## src/rtl/pdp_pkg.sv

```systemverilog
package pdp_pkg;
  localparam int WORD_W    = 16;
  localparam int BIT_RCV   = 15;
  localparam int BIT_AINC  = 14;
  localparam int BIT_RD    = 13;
  localparam int HDR_BYTES = 6;
  localparam int ST_MC     = 0;
  localparam int ST_SHORT  = 10;
  localparam int ST_LONG   = 11;
  localparam int ST_ODD    = 12;
  localparam int ST_CRC    = 13;
  localparam int ST_ALGN   = 15;

  typedef enum logic [1:0] {
    SEL_PTR  = 2'd0,
    SEL_PKT  = 2'd1,
    SEL_DATA = 2'd2,
    SEL_NONE = 2'd3
  } reg_sel_e;

  typedef struct packed {
    logic rcv;
    logic ainc;
    logic rd;
  } ptr_mode_t;
endpackage

```

## src/rtl/pdp_rst_sync.sv

```systemverilog
module pdp_rst_sync (
  input  logic clk,
  input  logic rst_n_in,
  output logic rst_n_out
);
  logic [1:0] sync_q;

  always_ff @(posedge clk or negedge rst_n_in) begin
    if (!rst_n_in) sync_q <= 2'b00;
    else           sync_q <= {sync_q[0], 1'b1};
  end

  assign rst_n_out = sync_q[1];
endmodule

```

## src/rtl/pdp_ptr_reg.sv

```systemverilog
module pdp_ptr_reg
  import pdp_pkg::*;
#(
  parameter int OFS_W = 11
) (
  input  logic                  clk,
  input  logic                  rst_n,
  input  logic                  load,
  input  logic [WORD_W-1:0]     load_word,
  input  logic                  adv_en,
  input  logic                  adv_byte,
  output ptr_mode_t             mode_q,
  output logic [OFS_W-1:0]      ofs_q,
  output ptr_mode_t             mode_d,
  output logic [OFS_W-1:0]      ofs_d
);
  localparam logic [OFS_W-1:0] STEP_B = OFS_W'(1);
  localparam logic [OFS_W-1:0] STEP_W = OFS_W'(2);

  logic unused_load_bits;
  assign unused_load_bits = ^load_word;

  always_comb begin
    mode_d = mode_q;
    ofs_d  = ofs_q;
    if (load) begin
      mode_d.rcv  = load_word[BIT_RCV];
      mode_d.ainc = load_word[BIT_AINC];
      mode_d.rd   = load_word[BIT_RD];
      ofs_d       = load_word[OFS_W-1:0];
    end else if (adv_en) begin
      ofs_d = ofs_q + (adv_byte ? STEP_B : STEP_W);
    end
  end

  always_ff @(posedge clk or negedge rst_n) begin
    if (!rst_n) begin
      mode_q <= '0;
      ofs_q  <= '0;
    end else if (load || adv_en) begin
      mode_q <= mode_d;
      ofs_q  <= ofs_d;
    end
  end
endmodule

```

## src/rtl/pdp_prefetch.sv

```systemverilog
module pdp_prefetch
  import pdp_pkg::*;
(
  input  logic              clk,
  input  logic              rst_n,
  input  logic              fetch,
  input  logic [WORD_W-1:0] mem_rdata,
  output logic [WORD_W-1:0] word
);
  logic              pend_q;
  logic [WORD_W-1:0] buf_q;
  logic [WORD_W-1:0] buf_d;

  always_comb begin
    buf_d = pend_q ? mem_rdata : buf_q;
    word  = buf_d;
  end

  always_ff @(posedge clk or negedge rst_n) begin
    if (!rst_n) begin
      pend_q <= 1'b0;
      buf_q  <= '0;
    end else begin
      pend_q <= fetch;
      if (pend_q) buf_q <= buf_d;
    end
  end
endmodule

```

## src/rtl/pdp_hdr_decode.sv

```systemverilog
module pdp_hdr_decode
  import pdp_pkg::*;
#(
  parameter int OFS_W = 11
) (
  input  logic              clk,
  input  logic              rst_n,
  input  logic              cap_status,
  input  logic              cap_count,
  input  logic [WORD_W-1:0] word,
  output logic [OFS_W-1:0]  rx_len,
  output logic              rx_err,
  output logic              rx_mcast
);
  logic [WORD_W-1:0] status_q;
  logic [WORD_W-1:0] count_q;
  logic              unused_hdr_bits;

  assign unused_hdr_bits = ^{status_q, count_q};

  always_ff @(posedge clk or negedge rst_n) begin
    if (!rst_n) begin
      status_q <= '0;
      count_q  <= '0;
    end else begin
      if (cap_status) status_q <= word;
      if (cap_count)  count_q  <= word;
    end
  end

  always_comb begin
    rx_len   = count_q[OFS_W-1:0] - OFS_W'(HDR_BYTES) + OFS_W'(status_q[ST_ODD]);
    rx_err   = status_q[ST_ALGN] | status_q[ST_CRC] | status_q[ST_LONG] | status_q[ST_SHORT];
    rx_mcast = status_q[ST_MC];
  end
endmodule

```

## src/rtl/pdp_port.sv

```systemverilog
module pdp_port
  import pdp_pkg::*;
#(
  parameter int PN_W  = 2,
  parameter int OFS_W = 11,
  localparam int AW   = PN_W + OFS_W - 1
) (
  input  logic              clk,
  input  logic              rst_n,
  input  logic [1:0]        host_sel,
  input  logic              host_wr,
  input  logic              host_rd,
  input  logic              host_byte,
  input  logic [15:0]       host_wdata,
  output logic [15:0]       host_rdata,
  input  logic [PN_W-1:0]   rx_head_pkt,
  output logic [AW-1:0]     mem_addr,
  output logic              mem_re,
  output logic              mem_we,
  output logic [1:0]        mem_be,
  output logic [15:0]       mem_wdata,
  input  logic [15:0]       mem_rdata,
  output logic [OFS_W-1:0]  rx_len,
  output logic              rx_err,
  output logic              rx_mcast
);
  logic             rst_n_s;
  reg_sel_e         sel;
  logic             ptr_we, pkt_we, dwr, drd, adv_en, fetch;
  ptr_mode_t        mode_q, mode_d;
  logic [OFS_W-1:0] ofs_q, ofs_d;
  logic [PN_W-1:0]  pkt_q, pkt_d;
  logic [PN_W-1:0]  cur_pkt, nxt_pkt;
  logic [15:0]      pf_word;
  logic [7:0]       lane_byte;
  logic             hdr_cap, cap_status, cap_count;

  pdp_rst_sync u_rst (.clk(clk), .rst_n_in(rst_n), .rst_n_out(rst_n_s));

  always_comb begin
    sel    = reg_sel_e'(host_sel);
    ptr_we = host_wr && (sel == SEL_PTR);
    pkt_we = host_wr && (sel == SEL_PKT);
    dwr    = host_wr && (sel == SEL_DATA) && !mode_q.rd;
    drd    = host_rd && !host_wr && (sel == SEL_DATA) && mode_q.rd;
    adv_en = (dwr || drd) && mode_q.ainc;
    pkt_d  = pkt_we ? host_wdata[PN_W-1:0] : pkt_q;
    fetch  = (ptr_we && host_wdata[BIT_RD])
          || (pkt_we && mode_q.rd && !mode_q.rcv)
          || (drd && mode_q.ainc);
  end

  pdp_ptr_reg #(.OFS_W(OFS_W)) u_ptr (
    .clk(clk), .rst_n(rst_n_s),
    .load(ptr_we), .load_word(host_wdata),
    .adv_en(adv_en), .adv_byte(host_byte),
    .mode_q(mode_q), .ofs_q(ofs_q),
    .mode_d(mode_d), .ofs_d(ofs_d)
  );

  always_ff @(posedge clk or negedge rst_n_s) begin
    if (!rst_n_s)    pkt_q <= '0;
    else if (pkt_we) pkt_q <= pkt_d;
  end

  // address generation: writes use the present pointer, fetches the next one
  always_comb begin
    cur_pkt   = mode_q.rcv ? rx_head_pkt : pkt_q;
    nxt_pkt   = mode_d.rcv ? rx_head_pkt : pkt_d;
    mem_addr  = dwr ? {cur_pkt, ofs_q[OFS_W-1:1]} : {nxt_pkt, ofs_d[OFS_W-1:1]};
    mem_we    = dwr;
    mem_re    = fetch;
    mem_be    = host_byte ? (ofs_q[0] ? 2'b10 : 2'b01) : 2'b11;
    mem_wdata = host_byte ? {2{host_wdata[7:0]}} : host_wdata;
  end

  pdp_prefetch u_pf (
    .clk(clk), .rst_n(rst_n_s), .fetch(fetch),
    .mem_rdata(mem_rdata), .word(pf_word)
  );

  always_comb begin
    lane_byte = ofs_q[0] ? pf_word[15:8] : pf_word[7:0];
    unique case (sel)
      SEL_PTR:  host_rdata = {mode_q, 13'b0} | 16'(ofs_q);
      SEL_PKT:  host_rdata = 16'(pkt_q);
      SEL_DATA: host_rdata = !mode_q.rd ? 16'h0000 :
                             (host_byte ? {8'h00, lane_byte} : pf_word);
      default:  host_rdata = 16'h0000;
    endcase
  end

  always_comb begin
    hdr_cap    = drd && !host_byte && mode_q.rcv;
    cap_status = hdr_cap && (ofs_q[OFS_W-1:1] == '0);
    cap_count  = hdr_cap && (ofs_q[OFS_W-1:1] == (OFS_W-1)'(1));
  end

  pdp_hdr_decode #(.OFS_W(OFS_W)) u_hdr (
    .clk(clk), .rst_n(rst_n_s),
    .cap_status(cap_status), .cap_count(cap_count), .word(pf_word),
    .rx_len(rx_len), .rx_err(rx_err), .rx_mcast(rx_mcast)
  );
endmodule

```

## config.mk

```make
export PLATFORM = sky130hd
export DESIGN_NAME = pdp_port
export DESIGN_NICKNAME = d
export VERILOG_FILES = /design/src/rtl/pdp_pkg.sv /design/src/rtl/pdp_rst_sync.sv /design/src/rtl/pdp_ptr_reg.sv /design/src/rtl/pdp_prefetch.sv /design/src/rtl/pdp_hdr_decode.sv /design/src/rtl/pdp_port.sv
export SDC_FILE = /design/constraint.sdc
export NUM_CORES = 1
export LEC_CHECK = 0
export ABC_AREA = 1
export BUFFER_PORTS_ARGS = -buffer_cell sky130_fd_sc_hd__buf_2
export CAP_MARGIN = 20
export CORE_ASPECT_RATIO = 1.5
export CORE_MARGIN = 2
export CORE_UTILIZATION = 35
export CTS_BUF_LIST = sky130_fd_sc_hd__clkbuf_2 sky130_fd_sc_hd__clkbuf_4 sky130_fd_sc_hd__clkbuf_8
export CTS_CLUSTER_DIAMETER = 60
export DETAILED_ROUTE_END_ITERATION = 10
export PLACE_DENSITY = 0.64
export SETUP_SLACK_MARGIN = 0.2
export SYNTH_ARGS = -nofsm -noshare
export SYNTH_HDL_FRONTEND = slang
export SYNTH_SLANG_ARGS = --single-unit
```

## constraint.sdc

```tcl
create_clock -name clk -period 1.8 [get_ports clk]
set_input_delay 0.09 -clock clk [delete_from_list [all_inputs] [get_ports clk]]
set_output_delay 0.09 -clock clk [all_outputs]
set_load 0.02 [all_outputs]
```

==> run summary, run 1 <==
===========================================================================================
Number of vias per cell ......................................................         5.19
Failing checks ............................................................... negative setup slack
Highest clock frequency the design can meet ..................................      448 MHz
Outcome ...................................................................... complete, but fails checks
Clock Sink Count .............................................................           52
Total number of vias .........................................................         3732
Initial standard-cell utilization of the core ................................        35.5%
Number of synthesis warnings .................................................            0
Insertion delay to the later sink of the worst-skew pair .....................      0.32 ns
Leading cell type in the layout, fill and taps excluded ...................... sky130_fd_sc_hd__nand2_1
Post-Synthesis Cell Area .....................................................  0.00325 mm²
Share of synthesized area occupied by flip-flops and latches .................        40.1%
Total grt overflow ...........................................................            0
Register-to-register setup slack .............................................         0 ns
Min-delay src ................................................................ mem_rdata[0]
Maximum clock path buffer count ..............................................            2
Chip width ...................................................................      82.7 µm
Pwr/cell area ................................................................   854 mW/mm²
Commonest cells after routing, fill and taps aside ........................... sky130_fd_sc_hd__nand2_1, sky130_fd_sc_hd__buf_2, sky130_fd_sc_hd__buf_4, sky130_fd_sc_hd__dfrtp_1, sky130_fd_sc_hd__buf_6
Largest net degree at the start of global routing ............................           31
Slew margin rel. .............................................................        64.7%
Antenna diode instance count .................................................            0
Sum of routed wire length over all layers ....................................      12.0 mm
Number of instances in the synthesized netlist ...............................          455
Max-slew violation count .....................................................            0
Worst Hold Slack .............................................................    0.0404 ns
Maximum VDD drop .............................................................     0.562 mV
Ratio of cells with drive above 1 in the final layout ........................        54.0%
Core region area .............................................................  0.00915 mm²
Post-synth EDFFs .............................................................            0
Pin slew with the least headroom to its limit ................................     0.530 ns
Leakage power figure .........................................................      2.69 nW
Total of buffers placed on input and output ports ............................          101
Final-stage net count ........................................................          653
Overall power consumption ....................................................      4.66 mW
Global-route wire length before repair .......................................      17.2 mm
Number of design-rule violations left by the first detailed-router iteration .          180
Final total negative setup slack .............................................     -4.62 ns
Crit-path cells .............................................................. ha_2 > inv_2 > ha_4 > inv_2 > a21oi_4 > nand4_1 > nor2_2 > buf_4 > xor2_1 > buf_4
Routed length per instance ...................................................      16.8 µm
Worst reg2reg startpoint ..................................................... u_ptr.ofs_q[6]
Critical path fanouts, max ...................................................            2
Number of placed I/O pins ....................................................          102
Synth async-reset ratio ......................................................         100%
Share of the clock period used by the worst path after layout ................         124%
Die Area .....................................................................   0.0101 mm²
Critical-path top delay cell ................................................. sky130_fd_sc_hd__dfrtp_1
Final count of hold timing violations ........................................            0
HPWL Detailed ................................................................      7.93 mm
Number of clock buffers inserted by TritonCTS ................................            5
Routed Antenna Nets ..........................................................            0
Type of destination of the critical path .....................................  output port
Startpoint type of the worst setup path ......................................         flop
Post-Syn Nets ................................................................          502
Average cell area after synthesis ............................................     7.14 µm²
GP Congestion ................................................................        0.936
Filler-free cell count of the finished design ................................          719
Antenna violations before repair .............................................            0
Hold path cells ..............................................................            3
Skew final ...................................................................   0.00727 ns
Area delta synth->final ......................................................        67.8%
Count of endpoints failing setup in the final report .........................           18
Root Driver .................................................................. sky130_fd_sc_hd__clkbuf_8
Vert. Die Dim ................................................................       122 µm
H-tree depth reported by CTS .................................................            2
End of the worst register-to-register path ................................... u_hdr.count_q[3]
Minimum clock period .........................................................      2.23 ns
Primary FF master, synth ..................................................... sky130_fd_sc_hd__dfrtp_1
Setup repair after global routing missed its margin ..........................          yes
Clock slew seen by the registers of the worst setup and hold paths ...........      0.10 ns
Vias in the first global route ...............................................         3584
Data arrival time at the worst-slack endpoint ................................      2.14 ns
Depth of the worst register-to-register path .................................            9
Worst hold path class ........................................................ input pin to flop
Data required time of the critical path ......................................      1.71 ns
End of the worst hold path ................................................... u_pf.buf_q[0]
Delay contributed by the slowest stage of the critical path ..................      0.40 ns
Number of cells after detailed placement .....................................          667
Count of TritonRoute iterations in the first routing pass ....................            4
Least setup slack across all paths after layout ..............................    -0.431 ns
TritonCTS clock tree .........................................................          yes
Placement Rows ...............................................................           43
Post-layout util .............................................................        59.6%
CP Class ..................................................................... flop to output port
Global routing usage summed across all routing layers ........................        22.8%
Number of distinct library cells after synthesis .............................           35
Synthesized flop and latch total .............................................           52
Max-cap violations ...........................................................            0
Post-detailed-route DRC marker count .........................................            0
===========================================================================================
## power by group
part           switching (mW)  internal (mW)
clock network           0.435          0.560
registers               0.159           1.35
logic                    1.25          0.904
total                    1.84           2.82
## worst max-delay path: cells and delay by family (launching register included)
kind	cells	cell delay (ns)
buffers and inverters	4	0.40
and+or+nand+nor	2	0.41
xor gates and xnor gates	1	0.13
adders and majority gates	2	0.34
AOI/OAI and AO/OA	1	0.13
DFF	1	0.40
## area by class of cell
cell class	instances	area (µm²)
Tap cell	112	140
Fill cell	771	3690
Multi-Input combinational cell	327	2340
Sequential cell	52	1310
Clock buffer	5	68.8
Clock inverter	3	68.8
Inverter	56	225
Timing Repair Buffer	164	1310
## timing repair
action	CTS	global route
resized for setup	153	127
endpoints found under the setup margin	50	61
endpoints found under the hold margin	3	0
pin swaps	50	40
gates cloned	4	2
buffers inserted	18	18
hold buffers	2	0
## through the flow
step	area, µm²	setup WS, ns
5_1_grt	5450	-0.518
3_3_place_gp	3980	0.0142
2_1_floorplan	3300	0.0524
3_5_place_dp	3980	-0.0159
6_report	5450	-0.431
4_1_cts	4800	-0.347
## cell usage after synthesis (2+ instances only)
cell type,n,area (µm²)
sky130_fd_sc_hd__buf_6,2,22.5
sky130_fd_sc_hd__clkbuf_1,4,15.0
sky130_fd_sc_hd__o221ai_1,3,26.3
sky130_fd_sc_hd__nand2_1,153,574
sky130_fd_sc_hd__o21ai_0,23,115
sky130_fd_sc_hd__o21ai_1,12,60.1
sky130_fd_sc_hd__o22ai_1,9,56.3
sky130_fd_sc_hd__xnor2_1,2,17.5
sky130_fd_sc_hd__xor2_1,10,87.6
sky130_fd_sc_hd__a21oi_1,8,40.0
sky130_fd_sc_hd__inv_2,4,15.0
sky130_fd_sc_hd__ha_1,5,62.6
sky130_fd_sc_hd__buf_4,8,60.1
sky130_fd_sc_hd__dfrtp_1,52,1300
sky130_fd_sc_hd__nand2_4,2,22.5
sky130_fd_sc_hd__nor3_1,4,20.0
sky130_fd_sc_hd__nor2_1,29,109
sky130_fd_sc_hd__nand4_1,4,25.0
sky130_fd_sc_hd__o211ai_2,2,25.0
sky130_fd_sc_hd__buf_2,10,50.1
sky130_fd_sc_hd__nand3_1,36,180
sky130_fd_sc_hd__inv_1,52,195
sky130_fd_sc_hd__and2_1,7,43.8
sky130_fd_sc_hd__nand2_2,3,18.8
## how the worst max path moves through the flow
stage	endpoint	start	depth (start not counted)
finish	rx_len[8]	u_hdr.count_q[0]	10
CTS	rx_len[10]	u_hdr.status_q[12]	10
global placement	mem_addr[9]	u_ptr.ofs_q[0]	13
floorplan	rx_len[10]	u_hdr.count_q[0]	9
global route	rx_len[8]	u_hdr.count_q[0]	10
detailed placement	rx_len[10]	u_hdr.count_q[0]	10
## routing by layer
layer	GRT usage, %	share of wire, %	wire [µm]	vias up
met4	14.2	6.0	719	0
met5	0	0	0	-
met1	23.8	33	3930	1770
li1	-	-	-	1750
met3	3.85	5.5	659	54
met2	40.9	56	6740	158
## logic make-up (layout without fill, tap and decap cells)
kind of cell	count (synthesis)	after routing	synth area share (%)
simple gates	245	249	32.6
xor+xnor	12	12	3.24
fa+ha+maj	6	6	2.54
flops	52	52	40.1
other cells	1	1	0.115
buf+inv	80	228	11.0
compound gates	59	59	10.4
## state kept, by name, indices dropped and copies added (netlist names)
signal / count
u_hdr.status_q: 6
u_ptr.mode_q: 3
u_pf.pend_q: 1
pkt_q: 2
u_pf.buf_q: 16
u_ptr.ofs_q: 11
u_hdr.count_q: 11
u_rst.sync_q: 2
No activity file was read; power rests on OpenSTA's default activity.
==> run 2: changes to the inputs <==
TNS_END_PERCENT = 50   (was unset)
==> run summary, run 2 (synthesized netlist as in run 1, its figures left out) <==
===========================================================================================
Outcome ...................................................................... complete, but fails checks
Failing checks ............................................................... negative setup slack
Worst hold path class ........................................................ input pin to flop
HPWL Detailed ................................................................      7.92 mm   -0.15%
Commonest cells after routing, fill and taps aside ........................... sky130_fd_sc_hd__nand2_1, sky130_fd_sc_hd__buf_2, sky130_fd_sc_hd__buf_4, sky130_fd_sc_hd__dfrtp_1, sky130_fd_sc_hd__inv_1
Regs by FF count ............................................................. u_pf.buf_q: 16 flops, u_hdr.count_q: 11 flops, u_ptr.ofs_q: 11 flops
Startpoint type of the worst setup path ......................................         flop
Initial standard-cell utilization of the core ................................        35.5%   unchanged
H-tree depth reported by CTS .................................................            2   unchanged
Global-route wire length before repair .......................................      16.9 mm   -1.8%
Global routing usage summed across all routing layers ........................        22.1%   -0.67 points
Total number of vias .........................................................         3525   -5.5%
Register containing the most flip-flops in the final layout ..................   u_pf.buf_q
Routed length per instance ...................................................      15.7 µm   -6.1%
Pin slew with the least headroom to its limit ................................     0.515 ns   -0.0147 ns
Least setup slack across all paths after layout ..............................    -0.311 ns   +0.119 ns
Critical path fanouts, max ...................................................            2   unchanged
Ratio of cells with drive above 1 in the final layout ........................        45.0%   -9.1 points
Count of TritonRoute iterations in the first routing pass ....................            4   unchanged
Count of endpoints failing setup in the final report .........................           18   unchanged
Total grt overflow ...........................................................            0   unchanged
Maximum VDD drop .............................................................     0.475 mV   -15%
Max reg flops ................................................................           16   unchanged
Antenna violations before repair .............................................            0   unchanged
Final-stage net count ........................................................          643   -1.5%
Worst Hold Slack .............................................................    0.0235 ns   -0.0169 ns
Root Driver .................................................................. sky130_fd_sc_hd__clkbuf_8
Post-layout util .............................................................        54.4%   -5.2 points
Total of buffers placed on input and output ports ............................          101   unchanged
Largest net degree at the start of global routing ............................           31   unchanged
Setup repair after global routing missed its margin ..........................          yes
GP Congestion ................................................................        0.952   +1.7%
TritonCTS clock tree .........................................................          yes
Max-slew violation count .....................................................            0   unchanged
Clock Sink Count .............................................................           52   unchanged
Highest clock frequency the design can meet ..................................      474 MHz   +5.7%
Vert. Die Dim ................................................................       122 µm   unchanged
Post-detailed-route DRC marker count .........................................            0   unchanged
Chip width ...................................................................      82.7 µm   unchanged
Overall power consumption ....................................................      4.12 mW   -11%
Core region area .............................................................  0.00915 mm²   unchanged
Data required time of the critical path ......................................      1.71 ns   about the same
Die Area .....................................................................   0.0101 mm²   unchanged
Sum of routed wire length over all layers ....................................      11.1 mm   -7.5%
Data arrival time at the worst-slack endpoint ................................      2.02 ns   -0.12 ns
Insertion delay to the later sink of the worst-skew pair .....................      0.31 ns   about the same
Antenna diode instance count .................................................            0   unchanged
Placement Rows ...............................................................           43   unchanged
Number of cells after detailed placement .....................................          670   +0.45%
Final count of hold timing violations ........................................            0   unchanged
CP Class ..................................................................... flop to output port
Skew final ...................................................................   0.00425 ns   -0.00302 ns
Number of vias per cell ......................................................         4.98   -4.1%
Leakage power figure .........................................................      2.58 nW   -4.1%
Slew margin rel. .............................................................        65.7%   +0.98 points
Type of destination of the critical path .....................................  output port
Vias in the first global route ...............................................         3529   -1.5%
Share of the clock period used by the worst path after layout ................         117%   -6.6 points
Maximum clock path buffer count ..............................................            2   unchanged
Final total negative setup slack .............................................     -3.76 ns   +0.864 ns
Leading cell type in the layout, fill and taps excluded ...................... sky130_fd_sc_hd__nand2_1
Number of placed I/O pins ....................................................          102   unchanged
Clock slew seen by the registers of the worst setup and hold paths ...........      0.09 ns   about the same
Pwr/cell area ................................................................   828 mW/mm²   -3.1%
Max-cap violations ...........................................................            0   unchanged
Area delta synth->final ......................................................        53.3%
Routed Antenna Nets ..........................................................            0   unchanged
Minimum clock period .........................................................      2.11 ns   -0.119 ns
Number of design-rule violations left by the first detailed-router iteration .          192   +6.7%
Filler-free cell count of the finished design ................................          708   -1.5%
Number of clock buffers inserted by TritonCTS ................................            5   unchanged
===========================================================================================
[run 2: cell types whose count changed in the layout (fill, tap and decap cells not counted), moves of 7 or more]
cell | previous run | this run
sky130_fd_sc_hd__nor2_1 | 13 | 20
sky130_fd_sc_hd__nand2_1 | 105 | 129
sky130_fd_sc_hd__nand2_4 | 15 | 6
sky130_fd_sc_hd__nand2_2 | 37 | 24
sky130_fd_sc_hd__inv_1 | 37 | 44
sky130_fd_sc_hd__nand3_1 | 23 | 30
[run 2: repair_timing]
item                                    in CTS  in global routing
endpoints found under the hold margin        2                  0
gates cloned                                 2                  2
pin swaps                                   45                 36
gates resized for setup                    142                 44
buffers inserted                            14                 12
endpoints found under the setup margin      56                 61
hold buffers                                 1                  0
[run 2: final timing paths]
kind                                   from          endpoint  slack (ns)  depth (start not counted)
min                          host_wdata[14]   u_ptr.mode_q[1]        0.02                          3
max in group asynchronous   u_rst.sync_q[1]    u_ptr.ofs_q[6]        1.00                          1
min in group asynchronous             rst_n   u_rst.sync_q[1]        0.08                          2
max reg2reg                  u_ptr.ofs_q[7]  u_hdr.count_q[9]        0.12                          7
min reg2reg                 u_rst.sync_q[1]    u_pf.buf_q[10]        0.24                          0
max                        u_hdr.count_q[0]         rx_len[8]       -0.31                         10
[run 2: worst max-delay path, cell delays in order (launching register included)]
cell and delay (ns):
sky130_fd_sc_hd__dfrtp_1 0.40, sky130_fd_sc_hd__ha_2 0.21, sky130_fd_sc_hd__inv_2 0.07, sky130_fd_sc_hd__ha_4 0.14, sky130_fd_sc_hd__inv_2 0.03, sky130_fd_sc_hd__a21oi_2 0.14, sky130_fd_sc_hd__nand4_1 0.15, sky130_fd_sc_hd__nor2_2 0.17
sky130_fd_sc_hd__buf_4 0.13, sky130_fd_sc_hd__xor2_1 0.14, sky130_fd_sc_hd__buf_4 0.16
[run 2: power by group]
group          switching [mW]  total, mW  internal, mW
registers               0.150       1.50          1.35
logic                    1.08       1.80         0.722
clock network           0.391      0.815         0.424
total                    1.62       4.12          2.50
[run 2: metal layers]
layer  track usage [%]  vias to the layer above  routed length [µm]
met1              24.5                     1641                4020
met4              13.1                        0                 562
met3              3.11                       34                 514
met2              39.1                      130                6040
li1                  -                     1720                   -
met5                 0                        -                   0
[run 2: final cells by class]
class                           instances  area, µm²
Clock buffer                            6       76.3
Clock inverter                          1       30.0
Fill cell                             871       4170
Inverter                               56        210
Multi-Input combinational cell        325       2020
Sequential cell                        52       1310
Tap cell                              112        140
Timing Repair Buffer                  156       1190
[run 2: stage by stage]
stage               instance area [µm²]  setup slack [ns]
floorplan                          3300            0.0524
global placement                   4000           0.00931
detailed placement                 4000           -0.0105
CTS                                4700            -0.328
global route                       4980            -0.457
finish                             4980            -0.311
==> run 3: changes to the inputs <==
ABC_AREA = unset   (was 1)
SKIP_LAST_GASP = 1   (was unset)
==> run summary, run 3 <==
===========================================================================================
Outcome ...................................................................... complete, but fails checks
Failing checks ............................................................... negative setup slack
Filler cells .................................................................          842   -3.3%
Number of synthesis warnings .................................................            0   unchanged
Insertion delay to the later sink of the worst-skew pair .....................      0.32 ns   about the same
Skew final ...................................................................    0.0142 ns   +0.00990 ns
Chip width ...................................................................      84.7 µm   +2.5%
Commonest cells after routing, fill and taps aside ........................... sky130_fd_sc_hd__buf_2, sky130_fd_sc_hd__buf_4, sky130_fd_sc_hd__dfrtp_1, sky130_fd_sc_hd__nor2_1, sky130_fd_sc_hd__nand2_1
Number of stages on the worst setup path .....................................            7   -3
Initial standard-cell utilization of the core ................................        35.7%   +0.21 points
Root Driver .................................................................. sky130_fd_sc_hd__clkbuf_8
Top cell type by total area after synthesis .................................. sky130_fd_sc_hd__dfrtp_1
Most numerous cell in the Yosys netlist ...................................... sky130_fd_sc_hd__dfrtp_1
Post-Syn Nets ................................................................          401   -20%
Post-Synthesis Cell Area .....................................................  0.00342 mm²   +5.4%
Post-synth EDFFs .............................................................            0   unchanged
Number of clock buffers inserted by TritonCTS ................................            5   unchanged
Xor/xnor share of the synthesized area .......................................        2.56%   -0.68 points
Core region area .............................................................  0.00958 mm²   +4.7%
Cell area after placement ....................................................  0.00444 mm²   +11%
Crit path buffers/inverters ..................................................            1   -3
TritonCTS clock tree .........................................................          yes
Die Area .....................................................................   0.0106 mm²   +5.1%
Number of design-rule violations left by the first detailed-router iteration .           87   -55%
Adder and majority gate portion of the synthesized area ......................        2.41%   -0.13 points
Area delta synth->final ......................................................        58.0%
Number of placed I/O pins ....................................................          102   unchanged
Highest clock frequency the design can meet ..................................      446 MHz   -5.8%
Multi-input gate area ........................................................  0.00245 mm²   +21%
Antenna diode instance count .................................................            0   unchanged
Register containing the most flip-flops in the final layout ..................   u_pf.buf_q
Count of TritonRoute iterations in the first routing pass ....................            4   unchanged
Routed length per instance ...................................................      17.0 µm   +7.8%
Max-cap violations ...........................................................            0   unchanged
Leakage power figure .........................................................      2.57 nW   about the same
Least setup slack across all paths after layout ..............................    -0.441 ns   -0.130 ns
Fraction of the mapped netlist area in simple logic gates ....................        21.1%   -11 points
Critical-path top delay cell ................................................. sky130_fd_sc_hd__dfrtp_1
Clock slew seen by the registers of the worst setup and hold paths ...........      0.09 ns   about the same
Worst reg2reg startpoint ..................................................... u_ptr.ofs_q[0]
Largest family of logic cells by synthesized area ............................ simple AND/OR/NAND/NOR gates
Share of the clock period used by the worst path after layout ................         125%   +7.2 points
H-tree depth reported by CTS .................................................            2   unchanged
Placement Rows ...............................................................           44   +2.3%
Pre-CTS setup slack ..........................................................    -0.206 ns   -0.196 ns
Maximum VDD drop .............................................................     0.406 mV   -15%
Global routing usage summed across all routing layers ........................        19.5%   -2.6 points
Post-detailed-route DRC marker count .........................................            0   unchanged
Slew margin rel. .............................................................        64.8%   -0.87 points
Capturing instance or port of the critical path ..............................  mem_addr[9]
Startpoint type of the worst setup path ......................................         flop
Compound-cell area share of the yosys netlist ................................        12.5%   +2.1 points
Number of instances in the synthesized netlist ...............................          354   -22%
Leading cell type in the layout, fill and taps excluded ...................... sky130_fd_sc_hd__buf_2
Final count of hold timing violations ........................................            0   unchanged
Number of vias per cell ......................................................         5.31   +6.6%
Pin slew with the least headroom to its limit ................................     0.528 ns   +0.0131 ns
Number of distinct library cells after synthesis .............................           59   +69%
Minimum clock period .........................................................      2.24 ns   +0.130 ns
Max-slew violation count .....................................................            0   unchanged
Share of synthesized area occupied by flip-flops and latches .................        38.0%   -2.0 points
Routed Antenna Nets ..........................................................            0   unchanged
Critical path fanouts, max ...................................................            7   +5
Crit-path cells .............................................................. ha_2 > fa_2 > and3_4 > o211ai_4 > or3_4 > a211oi_4 > buf_6
CP Class ..................................................................... flop to output port
Data required time of the critical path ......................................      1.71 ns   about the same
Largest net degree at the start of global routing ............................           31   unchanged
Primary FF master, synth ..................................................... sky130_fd_sc_hd__dfrtp_1
Depth of the worst register-to-register path .................................            8   +1
Area taken by flip-flops and latches .........................................  0.00130 mm²   -0.29%
Sum of routed wire length over all layers ....................................      10.6 mm   -5.0%
Delay contributed by the slowest stage of the critical path ..................      0.37 ns   -0.03 ns
Setup repair after global routing missed its margin ..........................          yes
Ratio of cells with drive above 1 in the final layout ........................        59.3%   +14 points
Type of destination of the critical path .....................................  output port
Share of the synthesized area in the top cell type ...........................        38.0%   -2.0 points
Launching element of the worst setup path .................................... u_ptr.ofs_q[0]
Total of buffers placed on input and output ports ............................          101   unchanged
Max reg flops ................................................................           16   unchanged
Fraction of synthesized area in multiplexers .................................        15.7%   +16 points
Family of cells with the greatest summed delay on the critical path .......... simple AND/OR/NAND/NOR gates
Final-stage net count ........................................................          555   -14%
Non-Filler Cell Area, Final ..................................................  0.00541 mm²   +8.6%
Total grt overflow ...........................................................            0   unchanged
HPWL Detailed ................................................................      7.69 mm   -2.9%
GP Congestion ................................................................        0.845   -11%
Total number of vias .........................................................         3311   -6.1%
Global-route wire length before repair .......................................      16.5 mm   -2.4%
Average cell area after synthesis ............................................     9.67 µm²   +35%
Worst hold path class ........................................................ input pin to flop
Pwr/cell area ................................................................   782 mW/mm²   -5.5%
List of most frequent post-synthesis cells ................................... sky130_fd_sc_hd__dfrtp_1, sky130_fd_sc_hd__nor2_1, sky130_fd_sc_hd__nand2_1
Synthesized flop and latch total .............................................           52   unchanged
Antenna violations before repair .............................................            0   unchanged
Regs by FF count ............................................................. u_pf.buf_q: 16 flops, u_hdr.count_q: 11 flops, u_ptr.ofs_q: 11 flops
Clock Sink Count .............................................................           52   unchanged
Register-to-register setup slack .............................................     -0.17 ns   -0.29 ns
Maximum clock path buffer count ..............................................            2   unchanged
Vert. Die Dim ................................................................       125 µm   +2.6%
Vias in the first global route ...............................................         3222   -8.7%
Data arrival time at the worst-slack endpoint ................................      2.15 ns   +0.13 ns
Count of endpoints failing setup in the final report .........................           35   +17
Leading cell types by total area after synthesis ............................. sky130_fd_sc_hd__dfrtp_1, sky130_fd_sc_hd__mux2_2, sky130_fd_sc_hd__mux2_4
Synth async-reset ratio ......................................................         100%   unchanged
End of the worst register-to-register path ................................... u_ptr.ofs_q[6]
===========================================================================================
run 3: cell count changes in the layout (fill, tap and decap cells not counted), sizes merged, moves of 9 or more:
cell	before	now
or3	0	9
o21ai	35	18
nand3	36	6
mux2i	0	11
inv	56	17
mux2	0	35
nand2	160	27
nor3	6	19
buf	154	176
run 3: per-layer routing:
metal	part of all wire (%)	vias up	GRT usage (%)
met1	39	1630	23.5
met5	0	-	0
met4	2.3	0	7.19
met3	3.8	16	2.24
met2	54	102	35.2
li1	-	1563	-
run 3: power breakdown:
group	total (mW)	switching [mW]	internal, mW	leakage [nW]
Sequential	1.51	0.152	1.35	0.641
Combinational	1.90	0.984	0.912	1.88
Clock	0.827	0.415	0.412	0.0541
Total	4.23	1.55	2.68	2.57
run 3: layout make-up:
cell class | count | area share [%]
multi-input combinational | 252 | 45.3
timing repair buffer | 180 | 24.7
sequential | 52 | 24.1
tap | 115 | 2.66
clock buffer | 5 | 1.27
inverter | 17 | 1.18
clock inverter | 3 | 0.787
run 3: cell families after synthesis:
group / after synthesis
buf+inv: 50
xor+xnor: 10
mux: 46
other cells: 1
fa+ha+maj: 6
simple gates: 127
compound gates: 62
flops: 52
run 3: metrics by stage:
| step | std cells | total power [mW] | hold slack (ns) | util, % | TNS [ns] |
|---|---|---|---|---|---|
| after floorplan | 354 | 2.39 | -0.206 | - | -0.164 |
| after global placement | 584 | 2.89 | -0.124 | 46.4 | -0.593 |
| after detailed placement | 584 | 2.92 | -0.121 | 46.4 | -0.704 |
| after CTS | 612 | 4.07 | 0.0312 | 53.1 | -5.38 |
| after global routing | 624 | 4.44 | 0.0389 | 56.4 | -8.03 |
| final | 624 | 4.23 | 0.0402 | 56.4 | -4.85 |
run 3: worst min-delay path by stage:
stage	start	end	slack (ns)	cells past startpoint
2_1_floorplan	rst_n	u_rst.sync_q[0]	-0.21	0
3_3_place_gp	rst_n	u_rst.sync_q[0]	-0.12	1
3_5_place_dp	rst_n	u_rst.sync_q[0]	-0.12	1
4_1_cts	host_wdata[13]	u_ptr.mode_q[0]	0.03	3
5_1_grt	mem_rdata[4]	u_pf.buf_q[4]	0.04	2
6_report	mem_rdata[4]	u_pf.buf_q[4]	0.04	2
run 3: timing repair:
item,CTS,global route
cloned,1,0
setup buffers,16,12
setup endpoints to repair,62,66
pin swaps,28,13
gates resized for setup,94,52
hold endpoints to repair,4,0
hold buffers,3,0
